==> src/rtl/sfifo_pkg.sv <==
package sfifo_pkg;
  localparam int DW     = 8;
  localparam int REG_W  = 32;
  localparam int ADDR_W = 3;
  localparam int TRIG_W = 7;

  typedef enum logic [ADDR_W-1:0] {
    A_CTRL  = 3'd0,
    A_TRAIL = 3'd1,
    A_IEN   = 3'd2,
    A_ISTAT = 3'd3,
    A_FSTAT = 3'd4,
    A_TXD   = 3'd5,
    A_RXD   = 3'd6
  } reg_addr_e;

  // interrupt cause positions
  localparam int IB_TX_AE  = 0;
  localparam int IB_RX_AF  = 1;
  localparam int IB_TX_UDF = 2;
  localparam int IB_TX_OVF = 3;
  localparam int IB_RX_UDF = 4;
  localparam int IB_RX_OVF = 5;
  localparam int IB_TRAIL  = 6;
  localparam int IB_XFER   = 9;
  localparam logic [REG_W-1:0] IRQ_MASK = 32'h0000_027F;

  // control word
  localparam int CB_RX_EN   = 0;
  localparam int CB_TX_EN   = 1;
  localparam int CB_RX_TRIG = 4;
  localparam int CB_TX_TRIG = 16;
  localparam logic [REG_W-1:0] CTRL_MASK = 32'h007F_07F3;

  // queue status word
  localparam int SB_TX_LVL   = 0;
  localparam int SB_TX_FULL  = 7;
  localparam int SB_TX_EMPTY = 8;
  localparam int SB_RX_LVL   = 16;
  localparam int SB_RX_FULL  = 23;
  localparam int SB_RX_EMPTY = 24;
endpackage

==> src/rtl/sfifo_byte_q.sv <==
module sfifo_byte_q #(
  parameter int DEPTH = 64,
  parameter int DW    = 8,
  localparam int AW   = $clog2(DEPTH),
  localparam int LW   = $clog2(DEPTH + 1)
) (
  input  logic          clk_i,
  input  logic          rst_ni,
  input  logic          clr_i,
  input  logic          push_i,
  input  logic [DW-1:0] data_i,
  input  logic          pop_i,
  output logic [DW-1:0] data_o,
  output logic [LW-1:0] level_o,
  output logic          full_o,
  output logic          empty_o,
  output logic          ovf_o,
  output logic          udf_o
);
  logic [DW-1:0] mem_q [DEPTH];
  logic [AW-1:0] wr_ptr_q, rd_ptr_q;
  logic [LW-1:0] cnt_q;
  logic          push_ok, pop_ok;

  function automatic logic [AW-1:0] nxt_ptr(input logic [AW-1:0] p);
    return (p == AW'(DEPTH - 1)) ? '0 : p + 1'b1;
  endfunction

  assign full_o  = (cnt_q == LW'(DEPTH));
  assign empty_o = (cnt_q == '0);
  assign push_ok = push_i && !full_o;
  assign pop_ok  = pop_i && !empty_o;
  assign ovf_o   = push_i && full_o;
  assign udf_o   = pop_i && empty_o;
  assign level_o = cnt_q;
  assign data_o  = empty_o ? '0 : mem_q[rd_ptr_q];

  always_ff @(posedge clk_i) begin
    if (push_ok) mem_q[wr_ptr_q] <= data_i;
  end

  always_ff @(posedge clk_i or negedge rst_ni) begin
    if (!rst_ni) begin
      wr_ptr_q <= '0;
      rd_ptr_q <= '0;
      cnt_q    <= '0;
    end else if (clr_i) begin
      wr_ptr_q <= '0;
      rd_ptr_q <= '0;
      cnt_q    <= '0;
    end else begin
      if (push_ok) wr_ptr_q <= nxt_ptr(wr_ptr_q);
      if (pop_ok)  rd_ptr_q <= nxt_ptr(rd_ptr_q);
      case ({push_ok, pop_ok})
        2'b10:   cnt_q <= cnt_q + 1'b1;
        2'b01:   cnt_q <= cnt_q - 1'b1;
        default: cnt_q <= cnt_q;
      endcase
    end
  end
endmodule

==> src/rtl/sfifo_idle_timer.sv <==
module sfifo_idle_timer #(
  parameter int CW = 8,
  parameter int LW = 7
) (
  input  logic          clk_i,
  input  logic          rst_ni,
  input  logic          en_i,
  input  logic [LW-1:0] level_i,
  input  logic [LW-1:0] trig_i,
  input  logic          push_i,
  input  logic [CW-1:0] limit_i,
  output logic          fire_o
);
  logic [CW-1:0] cnt_q;
  logic          idle;

  // waiting bytes below the trigger with no fresh arrival
  assign idle   = en_i && (level_i != '0) && (level_i < trig_i) && !push_i;
  assign fire_o = idle && (cnt_q == limit_i);

  always_ff @(posedge clk_i or negedge rst_ni) begin
    if (!rst_ni)                cnt_q <= '0;
    else if (!idle)             cnt_q <= '0;
    else if (cnt_q != limit_i)  cnt_q <= cnt_q + 1'b1;
  end
endmodule

==> src/rtl/sfifo_irq_regs.sv <==
module sfifo_irq_regs #(
  parameter int               W    = 32,
  parameter logic [W-1:0]     MASK = '1
) (
  input  logic         clk_i,
  input  logic         rst_ni,
  input  logic [W-1:0] set_i,
  input  logic         clr_wr_i,
  input  logic         en_wr_i,
  input  logic [W-1:0] wdata_i,
  output logic [W-1:0] stat_o,
  output logic [W-1:0] en_o,
  output logic         irq_o
);
  logic [W-1:0] stat_q, en_q, clr_bits;

  assign clr_bits = clr_wr_i ? wdata_i : '0;
  assign stat_o   = stat_q;
  assign en_o     = en_q;
  assign irq_o    = |(stat_q & en_q);

  always_ff @(posedge clk_i or negedge rst_ni) begin
    if (!rst_ni) begin
      stat_q <= '0;
      en_q   <= '0;
    end else begin
      // new causes win over a simultaneous clear
      stat_q <= ((stat_q & ~clr_bits) | set_i) & MASK;
      if (en_wr_i) en_q <= wdata_i & MASK;
    end
  end
endmodule

==> src/rtl/sfifo_irq_ctrl.sv <==
module sfifo_irq_ctrl
  import sfifo_pkg::*;
#(
  parameter int DEPTH     = 64,
  parameter int TRAIL_W   = 8,
  parameter int TRAIL_RST = 15
) (
  input  logic              clk_i,
  input  logic              rst_ni,
  input  logic              reg_wr_i,
  input  logic              reg_rd_i,
  input  logic [ADDR_W-1:0] reg_addr_i,
  input  logic [REG_W-1:0]  reg_wdata_i,
  output logic [REG_W-1:0]  reg_rdata_o,
  input  logic              rx_push_i,
  input  logic [DW-1:0]     rx_byte_i,
  input  logic              tx_pop_i,
  output logic [DW-1:0]     tx_byte_o,
  input  logic              xfer_evt_i,
  output logic              irq_o
);
  localparam int LW = $clog2(DEPTH + 1);

  logic [REG_W-1:0]   ctrl_q;
  logic [TRAIL_W-1:0] trail_q;
  logic               tx_en, rx_en;
  logic [TRIG_W-1:0]  tx_trig_f, rx_trig_f;
  logic [LW-1:0]      tx_trig, rx_trig;
  logic [LW-1:0]      tx_lvl, rx_lvl;
  logic               tx_full, tx_empty, rx_full, rx_empty;
  logic               tx_ovf, tx_udf, rx_ovf, rx_udf;
  logic [DW-1:0]      tx_head, rx_head;
  logic               tx_push, rx_pop, trail_fire;
  logic [REG_W-1:0]   set_vec, istat, ien, fstat;

  assign tx_en     = ctrl_q[CB_TX_EN];
  assign rx_en     = ctrl_q[CB_RX_EN];
  assign tx_trig_f = ctrl_q[CB_TX_TRIG +: TRIG_W];
  assign rx_trig_f = ctrl_q[CB_RX_TRIG +: TRIG_W];
  assign tx_trig   = LW'(tx_trig_f);
  assign rx_trig   = LW'(rx_trig_f);

  assign tx_push = tx_en && reg_wr_i && (reg_addr_i == A_TXD);
  assign rx_pop  = rx_en && reg_rd_i && (reg_addr_i == A_RXD);

  always_ff @(posedge clk_i or negedge rst_ni) begin
    if (!rst_ni) begin
      ctrl_q  <= '0;
      trail_q <= TRAIL_W'(TRAIL_RST);
    end else if (reg_wr_i) begin
      if (reg_addr_i == A_CTRL)  ctrl_q  <= reg_wdata_i & CTRL_MASK;
      if (reg_addr_i == A_TRAIL) trail_q <= reg_wdata_i[TRAIL_W-1:0];
    end
  end

  sfifo_byte_q #(.DEPTH(DEPTH), .DW(DW)) u_txq (
    .clk_i   (clk_i),
    .rst_ni  (rst_ni),
    .clr_i   (!tx_en),
    .push_i  (tx_push),
    .data_i  (reg_wdata_i[DW-1:0]),
    .pop_i   (tx_en && tx_pop_i),
    .data_o  (tx_head),
    .level_o (tx_lvl),
    .full_o  (tx_full),
    .empty_o (tx_empty),
    .ovf_o   (tx_ovf),
    .udf_o   (tx_udf)
  );

  sfifo_byte_q #(.DEPTH(DEPTH), .DW(DW)) u_rxq (
    .clk_i   (clk_i),
    .rst_ni  (rst_ni),
    .clr_i   (!rx_en),
    .push_i  (rx_en && rx_push_i),
    .data_i  (rx_byte_i),
    .pop_i   (rx_pop),
    .data_o  (rx_head),
    .level_o (rx_lvl),
    .full_o  (rx_full),
    .empty_o (rx_empty),
    .ovf_o   (rx_ovf),
    .udf_o   (rx_udf)
  );

  sfifo_idle_timer #(.CW(TRAIL_W), .LW(LW)) u_trail (
    .clk_i   (clk_i),
    .rst_ni  (rst_ni),
    .en_i    (rx_en),
    .level_i (rx_lvl),
    .trig_i  (rx_trig),
    .push_i  (rx_push_i),
    .limit_i (trail_q),
    .fire_o  (trail_fire)
  );

  always_comb begin
    set_vec            = '0;
    set_vec[IB_TX_AE]  = tx_en && (tx_lvl <= tx_trig);
    set_vec[IB_RX_AF]  = rx_en && (rx_lvl >= rx_trig);
    set_vec[IB_TX_UDF] = tx_udf;
    set_vec[IB_TX_OVF] = tx_ovf;
    set_vec[IB_RX_UDF] = rx_udf;
    set_vec[IB_RX_OVF] = rx_ovf;
    set_vec[IB_TRAIL]  = trail_fire;
    set_vec[IB_XFER]   = xfer_evt_i;
  end

  sfifo_irq_regs #(.W(REG_W), .MASK(IRQ_MASK)) u_irq (
    .clk_i    (clk_i),
    .rst_ni   (rst_ni),
    .set_i    (set_vec),
    .clr_wr_i (reg_wr_i && (reg_addr_i == A_ISTAT)),
    .en_wr_i  (reg_wr_i && (reg_addr_i == A_IEN)),
    .wdata_i  (reg_wdata_i),
    .stat_o   (istat),
    .en_o     (ien),
    .irq_o    (irq_o)
  );

  always_comb begin
    fstat                        = '0;
    fstat[SB_TX_LVL +: LW]       = tx_lvl;
    fstat[SB_TX_FULL]            = tx_full;
    fstat[SB_TX_EMPTY]           = tx_empty;
    fstat[SB_RX_LVL +: LW]       = rx_lvl;
    fstat[SB_RX_FULL]            = rx_full;
    fstat[SB_RX_EMPTY]           = rx_empty;
  end

  always_comb begin
    case (reg_addr_i)
      A_CTRL:  reg_rdata_o = ctrl_q;
      A_TRAIL: reg_rdata_o = REG_W'(trail_q);
      A_IEN:   reg_rdata_o = ien;
      A_ISTAT: reg_rdata_o = istat;
      A_FSTAT: reg_rdata_o = fstat;
      A_RXD:   reg_rdata_o = rx_en ? REG_W'(rx_head) : '0;
      default: reg_rdata_o = '0;
    endcase
  end

  assign tx_byte_o = tx_en ? tx_head : '0;
endmodule

==> config.mk <==
export PLATFORM = sky130hd
export DESIGN_NAME = sfifo_irq_ctrl
export DESIGN_NICKNAME = d
export VERILOG_FILES = /design/src/rtl/sfifo_pkg.sv /design/src/rtl/sfifo_byte_q.sv /design/src/rtl/sfifo_idle_timer.sv /design/src/rtl/sfifo_irq_regs.sv /design/src/rtl/sfifo_irq_ctrl.sv
export SDC_FILE = /design/constraint.sdc
export NUM_CORES = 1
export LEC_CHECK = 0
export ABC_AREA = 1
export BUFFER_PORTS_ARGS = -buffer_cell sky130_fd_sc_hd__buf_2
export CORE_ASPECT_RATIO = 1.1
export CORE_UTILIZATION = 50
export CTS_CLUSTER_SIZE = 28
export DETAILED_ROUTE_END_ITERATION = 8
export GPL_TIMING_DRIVEN = 0
export PLACE_DENSITY = 0.67
export SLEW_MARGIN = 20
export SYNTH_ARGS = -nofsm -noshare
export SYNTH_HDL_FRONTEND = slang
export SYNTH_SLANG_ARGS = --single-unit
==> constraint.sdc <==
create_clock -name clk_i -period 2.87 [get_ports clk_i]
set_clock_uncertainty 0.2 [all_clocks]
set_input_delay 0.1435 -clock clk_i [delete_from_list [all_inputs] [get_ports clk_i]]
set_output_delay 0.1435 -clock clk_i [all_outputs]
set_load 0.01 [all_outputs]
* Yosys cells after proc, flatten, opt, wreduce, memory -nomap -nowiden
Memories as Yosys holds them, arrays and structs flattened.
Cells that the tools add are included.
** Word-level totals
- Register bits after elaboration :: 86
- Latch bits :: 0
- Memory bits (writable) :: 1024
- Memory bits (read-only) :: 0
- Input bits :: 50
- Output and inout port bits :: 41
- Logic and storage cells :: 116
- Memories kept :: 2
** Memories
- u_rxq.mem_q :: words 64, width 8, rd ports 1, clocked after Yosys merged registers in 0, write ports 1, RTL line sfifo_byte_q.sv:20 : logic [DW-1:0] mem_q [DEPTH];
- u_txq.mem_q :: words 64, width 8, rd ports 1, clocked after Yosys merged registers in 0, write ports 1, RTL line sfifo_byte_q.sv:20
** Cells by class
- $add $sub $neg :: 9
- $mul :: 0
- Div/mod/pow operators :: 0
- $lt $le $gt $ge :: 3
- Eq/ne operators :: 25
- Shift operators :: 0
- Muxes and demuxes :: 28
- Bitwise gates (word level) :: 4
- Reductions and logical operators :: 34
** Operator list (count)
- case mux 25 bit (6 select lines) :: 1
- 2-to-1 mux 6 bit :: 12
- 2-to-1 mux 8 bit :: 6
- OR reduction 32 bit :: 1
- case mux 7 bit (2 select lines) :: 2
- adder 6 x 1 -> 6 bit (second input constant) :: 4
- equality test 6 bit (second input constant) :: 4
- logical AND 1 bit :: 22
- AND 10 bit :: 2
- adder 7 x 1 -> 7 bit (second input constant) :: 2
- equality test 7 bit (second input constant) :: 2
- logical NOT 7 bit :: 2
- 2-to-1 mux 7 bit :: 2
- subtractor 7 x 1 -> 7 bit (second input constant) :: 2
- 2-to-1 mux 10 bit :: 1
- inverter 10 bit :: 1
- bitwise OR 10 bit :: 1
- equality test 3 bit (second input constant) :: 3
- adder 8 x 1 -> 8 bit (second input constant) :: 1
- equality test 8 bit :: 1
- != test 2 x 1 -> 1 bit (second input constant) :: 4
- != test 8 bit :: 1
- >= comparator 7 bit :: 1
- less-or-equal comparator 7 bit :: 1
- other kinds (12) :: 24

* Depth between registers and ports, before layout
Gate-level depths: netlist (run 1).
- Word-level depth :: 6
- Mapped depth :: 19
- Gate-level depth less buffers :: 19

* Hierarchy
A second synthesis (run 1) with hierarchy kept.
** Second synthesis, totals
- Cells, all modules :: 4231
- Area, all modules :: 47829.6 um^2
** Modules (own cells, without submodules)
- sfifo_byte_q :: instances 2, cells an instance 1804, area each 21852.2 um^2, sequential area each 15850.2 um^2
- sfifo_irq_ctrl :: instances 1, cells an instance 356, area each 2173.3 um^2, sequential area each 605.6 um^2
- sfifo_irq_regs :: instances 1, cells an instance 122, area each 1027.2 um^2, sequential area each 400.4 um^2
- sfifo_idle_timer :: instances 1, cells an instance 145, area each 924.6 um^2, sequential area each 200.2 um^2

* Least setup slack after synthesis (run 1)
No wires, ideal clock.
- Path type :: reg2reg
- Start point :: register ctrl_q[1]
- End point :: memory u_txq.mem_q[0][0], enable pin
- Arrival :: 1705 ps
- Data required time :: 2299 ps
- Slack :: 595 ps
- Cell stages (with the launch flop) :: 9
- Path buffers :: 2
- Period minus slack after synthesis :: 2275 ps
- Cell sequence :: dfrtp_1 buf_4 nand3_1 nor2_2 inv_2 nor2_2 buf_2 nand4_1 nor2_1
** On the way
- Longest elaborated chain between the ends :: 5
** Ends and longest elaborated chain
- start, declared :: RTL line sfifo_irq_ctrl.sv:24 : logic [REG_W-1:0] ctrl_q;
- start signal, assigned :: RTL line sfifo_irq_ctrl.sv:51 : if (reg_addr_i == A_CTRL) ctrl_q <= reg_wdata_i & CTRL_MASK;
- logical AND 1 bit (2 in a row) :: RTL line sfifo_irq_ctrl.sv:43 : assign tx_push = tx_en && reg_wr_i && (reg_addr_i == A_TXD);
- logical AND 1 bit :: RTL line sfifo_byte_q.sv:31 : assign push_ok = push_i && !full_o;
- 2-to-1 mux 1 bit :: RTL line sfifo_byte_q.sv:39 : if (push_ok) mem_q[wr_ptr_q] <= data_i;
- 2-to-1 mux 1 bit (not written as such) :: RTL line sfifo_byte_q.sv:39
- end, declared :: RTL line sfifo_byte_q.sv:20
Every way passes these cells.

* Final worst setup path (run 1)
- Start point :: register u_rxq.rd_ptr_q[1]
- End point :: output port reg_rdata_o[0]
** On the way
- Longest elaborated chain between the ends :: 4
** Ends and longest elaborated chain
- start, declared :: RTL line sfifo_byte_q.sv:21 : logic [AW-1:0] wr_ptr_q, rd_ptr_q;
- start signal, assigned :: RTL line sfifo_byte_q.sv:53 : if (pop_ok) rd_ptr_q <= nxt_ptr(rd_ptr_q);
- memory read (64 x 8 bit)
- 2-to-1 mux 8 bit :: RTL line sfifo_byte_q.sv:36 : assign data_o = empty_o ? '0 : mem_q[rd_ptr_q];
- 2-to-1 mux 8 bit :: RTL line sfifo_irq_ctrl.sv:138 : A_RXD: reg_rdata_o = rx_en ? REG_W'(rx_head) : '0;
- case mux 25 bit (6 select lines) :: RTL line sfifo_irq_ctrl.sv:132 : case (reg_addr_i)
- end, declared :: RTL line sfifo_irq_ctrl.sv:14 : output logic [REG_W-1:0] reg_rdata_o,
Every way passes these cells.

==> impl_metrics.tcl, run 1 <==
set metrics [dict create \
    crit_type "reg -> out" \
    grt_pass1_wl_mm 212 \
    wire_per_inst_um 27.7 \
    violations "setup timing" \
    drc 0 \
    grt_max_degree 66 \
    worstMarginPinSlew_ps 1080 \
    synthArstFlopShare_pct 7.75 \
    place_ws_ps -883 \
    ys.flop_type "edfxtp_1" \
    synth_common_cells "1024 x edfxtp_1, 655 x nor2_1, 494 x o21ai_0" \
    drt-vias-per-instance 6.29 \
    ys_warn_count 0 \
    vias 34000 \
    ys_seq_area_share_pct 71.5 \
    layout-drive-gt1-share_pct 23.2 \
    antenna_found_initial 0 \
    dp_cells 5062 \
    rsz0062_at_grt "true" \
    insertion_delay_ps 710 \
    fin_cells 5411 \
    wirelength_mm 150 \
    first_global_vias 32200 \
    synth.area.top_cells "edfxtp_1 67%, o21ai_0 5.4%, nor2_1 5.3%, dfrtp_1 4.5%, nand2_1 3.8%" \
    cts_max_path_buffers 3 \
    layout.nets 4211 \
    synth_seq_cells 1110 \
    synth.distinct_cells 55 \
    cts.htree.levels 3 \
    hpwl_mm 91.8 \
    leakagePower_uw 0.0197 \
    powerDensity_nw_per_um2 695 \
    die_h_um 320 \
    max_cap_violations 0 \
    netlist.area_leader.share_pct 66.8 \
    fin_tns_setup_ps -6970 \
    holdCritPathClass "in -> reg" \
    synth.largest_area_cell "edfxtp_1" \
    yosysMostFrequentCell "edfxtp_1" \
    cts_buffers 110 \
    ant_nets 0 \
    port_buffers 64 \
    critPathRequiredTime_ps 2530 \
    endpoint_kind "output pin" \
    track_usage_pct 31.2 \
    period_share_pct 118 \
    fmax_mhz 295 \
    row_count 116 \
    arrival_ps 3040 \
    hold_viol_final 0 \
    status "complete, but fails checks" \
    avgSynthCellArea_um2 12.1 \
    cts_sinks 1110 \
    netlist_instances 3806 \
    setup_violations 16 \
    setup_slack_ps -516 \
    cts_tree "done" \
    fin_crit_ps 3390 \
    gp_congestion 0.964 \
    antenna_cells 0 \
    root_buffer "clkbuf_16" \
    crit_fanout 7 \
    dr.pass1.iters 6 \
    first_iter_violations 4590 \
    dieArea_um2 93200 \
    overflow 0 \
    ios 91 \
    hold-worst-slack_ps 43.0 \
    initial_core_util_pct 50.5 \
    relSlewSlack_pct 27.7 \
    critPathLaunchType "flop" \
    syn2layout_area_growth_pct 23.8 \
    clkTransAtPathRegs_ps 60 \
    drv_slew 0 \
    die_w_um 291 \
    synth_enable_flop_cells 1024 \
    irDropWorstVdd_mv 0.745 \
    core_um2 91000 \
    syn_area_um2 46000 \
]
-- repair_timing --
| action | CTS | global route |
|---|---|---|
| resized for setup | 835 | 262 |
| endpoints found under the hold margin | 1102 | 65 |
| setup endpoints to repair | 795 | 732 |
| cloned | 12 | 11 |
| hold buffers | 43 | 2 |
| setup buffers | 64 | 18 |
| pin swaps | 172 | 144 |
-- cells by family after synthesis --
| logic type | count (synthesis) | synth area share (%) |
|---|---|---|
| compound gates | 975 | 12.6 |
| xor+xnor | 5 | 0.0952 |
| buf+inv | 371 | 3.49 |
| simple gates | 1313 | 11.5 |
| fa+ha+maj | 22 | 0.598 |
| flops | 1110 | 71.5 |
| mux | 9 | 0.199 |
| other cells | 1 | 0.00815 |
-- sequential cells by signal, indices dropped and copies added (netlist names) --
signal,count
u_txq.rd_ptr_q,6
u_irq.en_o,8
u_txq.mem_q,512
u_rxq.wr_ptr_q,6
u_irq.stat_o,8
u_rxq.level_o,7
trail_q,8
u_rxq.mem_q,512
u_trail.cnt_q,8
u_txq.wr_ptr_q,6
u_txq.level_o,7
ctrl_q,16
u_rxq.rd_ptr_q,6
-- power breakdown --
part | switching, uW | total [uW] | internal, uW | leakage [uW]
sequential | 178 | 18000 | 17900 | 0.0103
combinational | 4330 | 6970 | 2640 | 0.00759
clock | 6170 | 14600 | 8390 | 0.00178
total | 10700 | 39600 | 28900 | 0.0197
-- layout make-up --
type,count,area (um^2)
buffer,230,2540
clock buffer,150,3090
clock inverter,54,533
fill,6717,34000
inverter,138,556
multi-input combinational,2336,13600
sequential,1110,32900
tap,1180,1480
timing repair buffer,213,2280
-- cell usage in the layout, fill, tap and decap left out, types with 46 or more instances in the layout --
cell	instances
edfxtp_1	1024
nor2_1	524
o21ai_0	433
nand2_1	407
clkbuf_16	133
inv_1	107
buf_4	95
nand3_1	90
nor2_4	88
o21ai_1	84
dfrtp_1	78
o221ai_1	69
o22ai_1	68
o211ai_1	66
nand2_2	63
a21oi_1	61
nor2_2	56
buf_6	53
buf_12	50
buf_2	46
-- stage by stage --
| stage | util, % | instance area [um^2] | total power [uW] |
|---|---|---|---|
| after floorplan | - | 46000 | 20900 |
| after global placement | 52.6 | 47800 | 23000 |
| after detailed placement | 52.7 | 47900 | 23000 |
| after CTS | 61.1 | 55600 | 38800 |
| after global routing | 62.6 | 57000 | 40400 |
| final | 62.6 | 57000 | 39600 |
-- worst paths after layout --
path	startpoint	depth (start not counted)	to	slack [ps]
worst max-delay path	u_rxq.rd_ptr_q[1]	14	reg_rdata_o[0]	-520
worst min-delay path	reg_wdata_i[8]	4	ctrl_q[8]	40
worst max register to register	u_rxq.wr_ptr_q[3]	4	u_rxq.mem_q[49][6]	40
worst min register to register	ctrl_q[7]	2	ctrl_q[7]	300
max in group asynchronous	rst_ni	4	trail_q[2]	1710
min in group asynchronous	rst_ni	4	u_txq.level_o[4]	390
-- per-layer routing --
metal	share of wire, %	global-route usage, %	wire, um
met2	47	49.4	69900
met3	11	6.13	16100
met5	0	0	0
met1	37	40.6	55300
met4	5.8	17.2	8770
-- worst max-delay path, cell delays in order, from the launching register on --
cell and delay (ps):
dfrtp_1 370, buf_6 160, buf_12 120, buf_12 160, clkbuf_16 190, buf_8 120
o21ai_0 90, o221ai_1 290, nand3_1 150, nand2_2 120, nand2_2 70, nand2_4 100
o21ai_1 90, nand2_2 170, buf_6 120
No activity file was read; power rests on OpenSTA's default activity.
==> run 2, diff against run 1 <==
Settings changed: SYNTH_HIERARCHICAL set to 1.
==> run 2 against run 1 <==
Critical endpoint is now reg_rdata_o[1]. Synthesized cell count is 11% higher. The run still ends with setup timing left. Sequential share of layout area is 1.5 points lower. Register-to-register slack better by 60 ps. Sequential power hardly changed. Non-clock buffer count is 58 higher. Clock power is 3% lower. Core utilization is 0.69 points lower. Combinational power is 54% higher. Total power is 8.6% higher.
==> impl_metrics.tcl, run 2 <==
set metrics [dict create \
    status "complete, but fails checks" \
    violations "setup timing" \
    wirelength_mm 159 \
    net-switching-power_uw 13200 \
    first_global_vias 33900 \
    ys_warn_count 6 \
    relSlewSlack_pct 28.8 \
    drc 0 \
    hpwl_mm 99.3 \
    critPathRequiredTime_ps 2530 \
    place_ws_ps -1480 \
    period_share_pct 125 \
    drt-vias-per-instance 6.08 \
    powerDensity_nw_per_um2 734 \
    reg_top3 "u_rxq/mem_q: 512 flops, u_txq/mem_q: 512 flops, ctrl_q: 16 flops" \
    leakagePower_uw 0.0212 \
    syn_area_um2 47800 \
    endpoint_kind "output pin" \
    cts.htree.levels 3 \
    row_count 118 \
    cts_tree "done" \
    ant_nets 0 \
    critical-path-max-stage-delay_ps 400 \
    sw_frac_of_total_pct 30.8 \
    track_usage_pct 31.6 \
    vias 36300 \
    pwr-share-comb_pct 24.9 \
    port_buffers 64 \
    critPathLaunchType "flop" \
    layout-drive-gt1-share_pct 21.2 \
    rsz0062_at_grt "true" \
    clkPwrFrac_pct 32.8 \
    crit_fanout 8 \
    irDropWorstVdd_mv 0.595 \
    hold_viol_final 0 \
    setup_violations 16 \
    postLayoutCoreUtil_pct 61.9 \
    cp_slowest_cell "dfrtp_1" \
    grt_pass1_wl_mm 224 \
    avgSynthCellArea_um2 11.3 \
    hold-worst-slack_ps 135 \
    cts_sinks 1110 \
    cts_max_path_buffers 3 \
    max_cap_violations 0 \
    power_frac_seq_pct 42.2 \
    placed_cell_area_um2 50000 \
    drv_slew 0 \
    fin_crit_ps 3600 \
    worstMarginPinSlew_ps 1070 \
    layout.nets 4704 \
    core_um2 94500 \
    clkTransAtPathRegs_ps 60 \
    fmax_mhz 278 \
    p_int_uw 29700 \
    wire_per_inst_um 26.7 \
    holdCritPathClass "in -> reg" \
    arrival_ps 3260 \
    first_iter_violations 4919 \
    antenna_found_initial 2 \
    root_buffer "clkbuf_16" \
    gp_congestion 0.960 \
    insertion_delay_ps 710 \
    crit_type "reg -> out" \
    dieArea_um2 96900 \
    netlist_instances 4230 \
    cts_buffers 110 \
    grt_max_degree 68 \
    crit_chain "buf_6, clkinv_8, buf_12, buf_12, nor2_2, o211ai_1, o211ai_1, nand2_1, nand2_2, nand2_4, inv_2, a21oi_2, nand2_1, nor2_2, a21oi_2, nand2_2, buf_2" \
    final_cell_area_um2 58500 \
    syn2layout_area_growth_pct 22.3 \
    crit_family "simple AND/OR/NAND/NOR gates" \
    setup_slack_ps -731 \
    layout_common_cells "1024 x edfxtp_1, 633 x nand2_1, 608 x nor2_1" \
    die_w_um 297 \
    critPathBufInv 6 \
    initial_core_util_pct 50.6 \
    dr.pass1.iters 6 \
    final_common_cell "edfxtp_1" \
    ios 91 \
    overflow 0 \
    die_h_um 326 \
]
[run 2: area by class of cell]
| type | instances | area (um^2) |
|---|---|---|
| diodes | 1 | 2.50 |
| multi-input cells | 2723 | 14500 |
| repair buffers | 241 | 2540 |
| inverters | 179 | 712 |
| clock buffers | 135 | 2870 |
| fillers | 7223 | 36000 |
| clock inverters | 69 | 617 |
| plain buffers | 260 | 2760 |
| well taps | 1260 | 1580 |
| flip-flops and latches | 1110 | 32900 |
[run 2: worst min-delay path: stages]
cell and delay (ps):
buf_2 100, nor2_1 60, nand2_2 160, inv_2 60
nand2_1 130, buf_2 230, o21ai_0 90
[run 2: worst paths after layout]
path / endpoint / from / slack [ps] / cells past startpoint
worst max-delay path: reg_rdata_o[1] / u_rxq/rd_ptr_q[0] / -730 / 17
worst min-delay path: ctrl_q[4] / reg_addr_i[1] / 130 / 7
worst max register to register: u_txq/mem_q[32][7] / ctrl_q[1] / 100 / 8
worst min register to register: ctrl_q[6] / ctrl_q[6] / 320 / 2
max in group asynchronous: trail_q[0] / rst_ni / 1780 / 4
min in group asynchronous: ctrl_q[8] / rst_ni / 290 / 4
[run 2: timing repair]
action                                  in CTS  in global routing
hold endpoints to repair                  1109                 64
endpoints found under the setup margin    1043               1018
pin swaps                                  124                145
gates resized for setup                    742                270
setup buffers                               51                 36
cloned                                       7                 17
hold buffers                                65                  1
[run 2: through the flow]
step / std cells / power [uW] / TNS (ps)
after floorplan: 4277 / 22600 / 0
after global placement: 5601 / 25700 / -947610
after detailed placement: 5604 / 25800 / -992250
after CTS: 5931 / 41500 / -92920
after global routing: 5977 / 44000 / -11000
final: 5978 / 43000 / -9530
[run 2: per-layer routing]
metal	track usage (%)	wire length, um
met2	50.2	74000
met4	19.0	10400
met1	40.9	56900
met5	0	27
met3	5.52	18100
[run 2: power by group through the flow]
stage	Combinational (uW)	Sequential, uW	Clock (uW)
after global routing	11000	18200	14800
after CTS	9190	18100	14200
after floorplan	4210	18400	0
final	10700	18100	14100
after global placement	7250	18500	0
after detailed placement	7350	18500	0
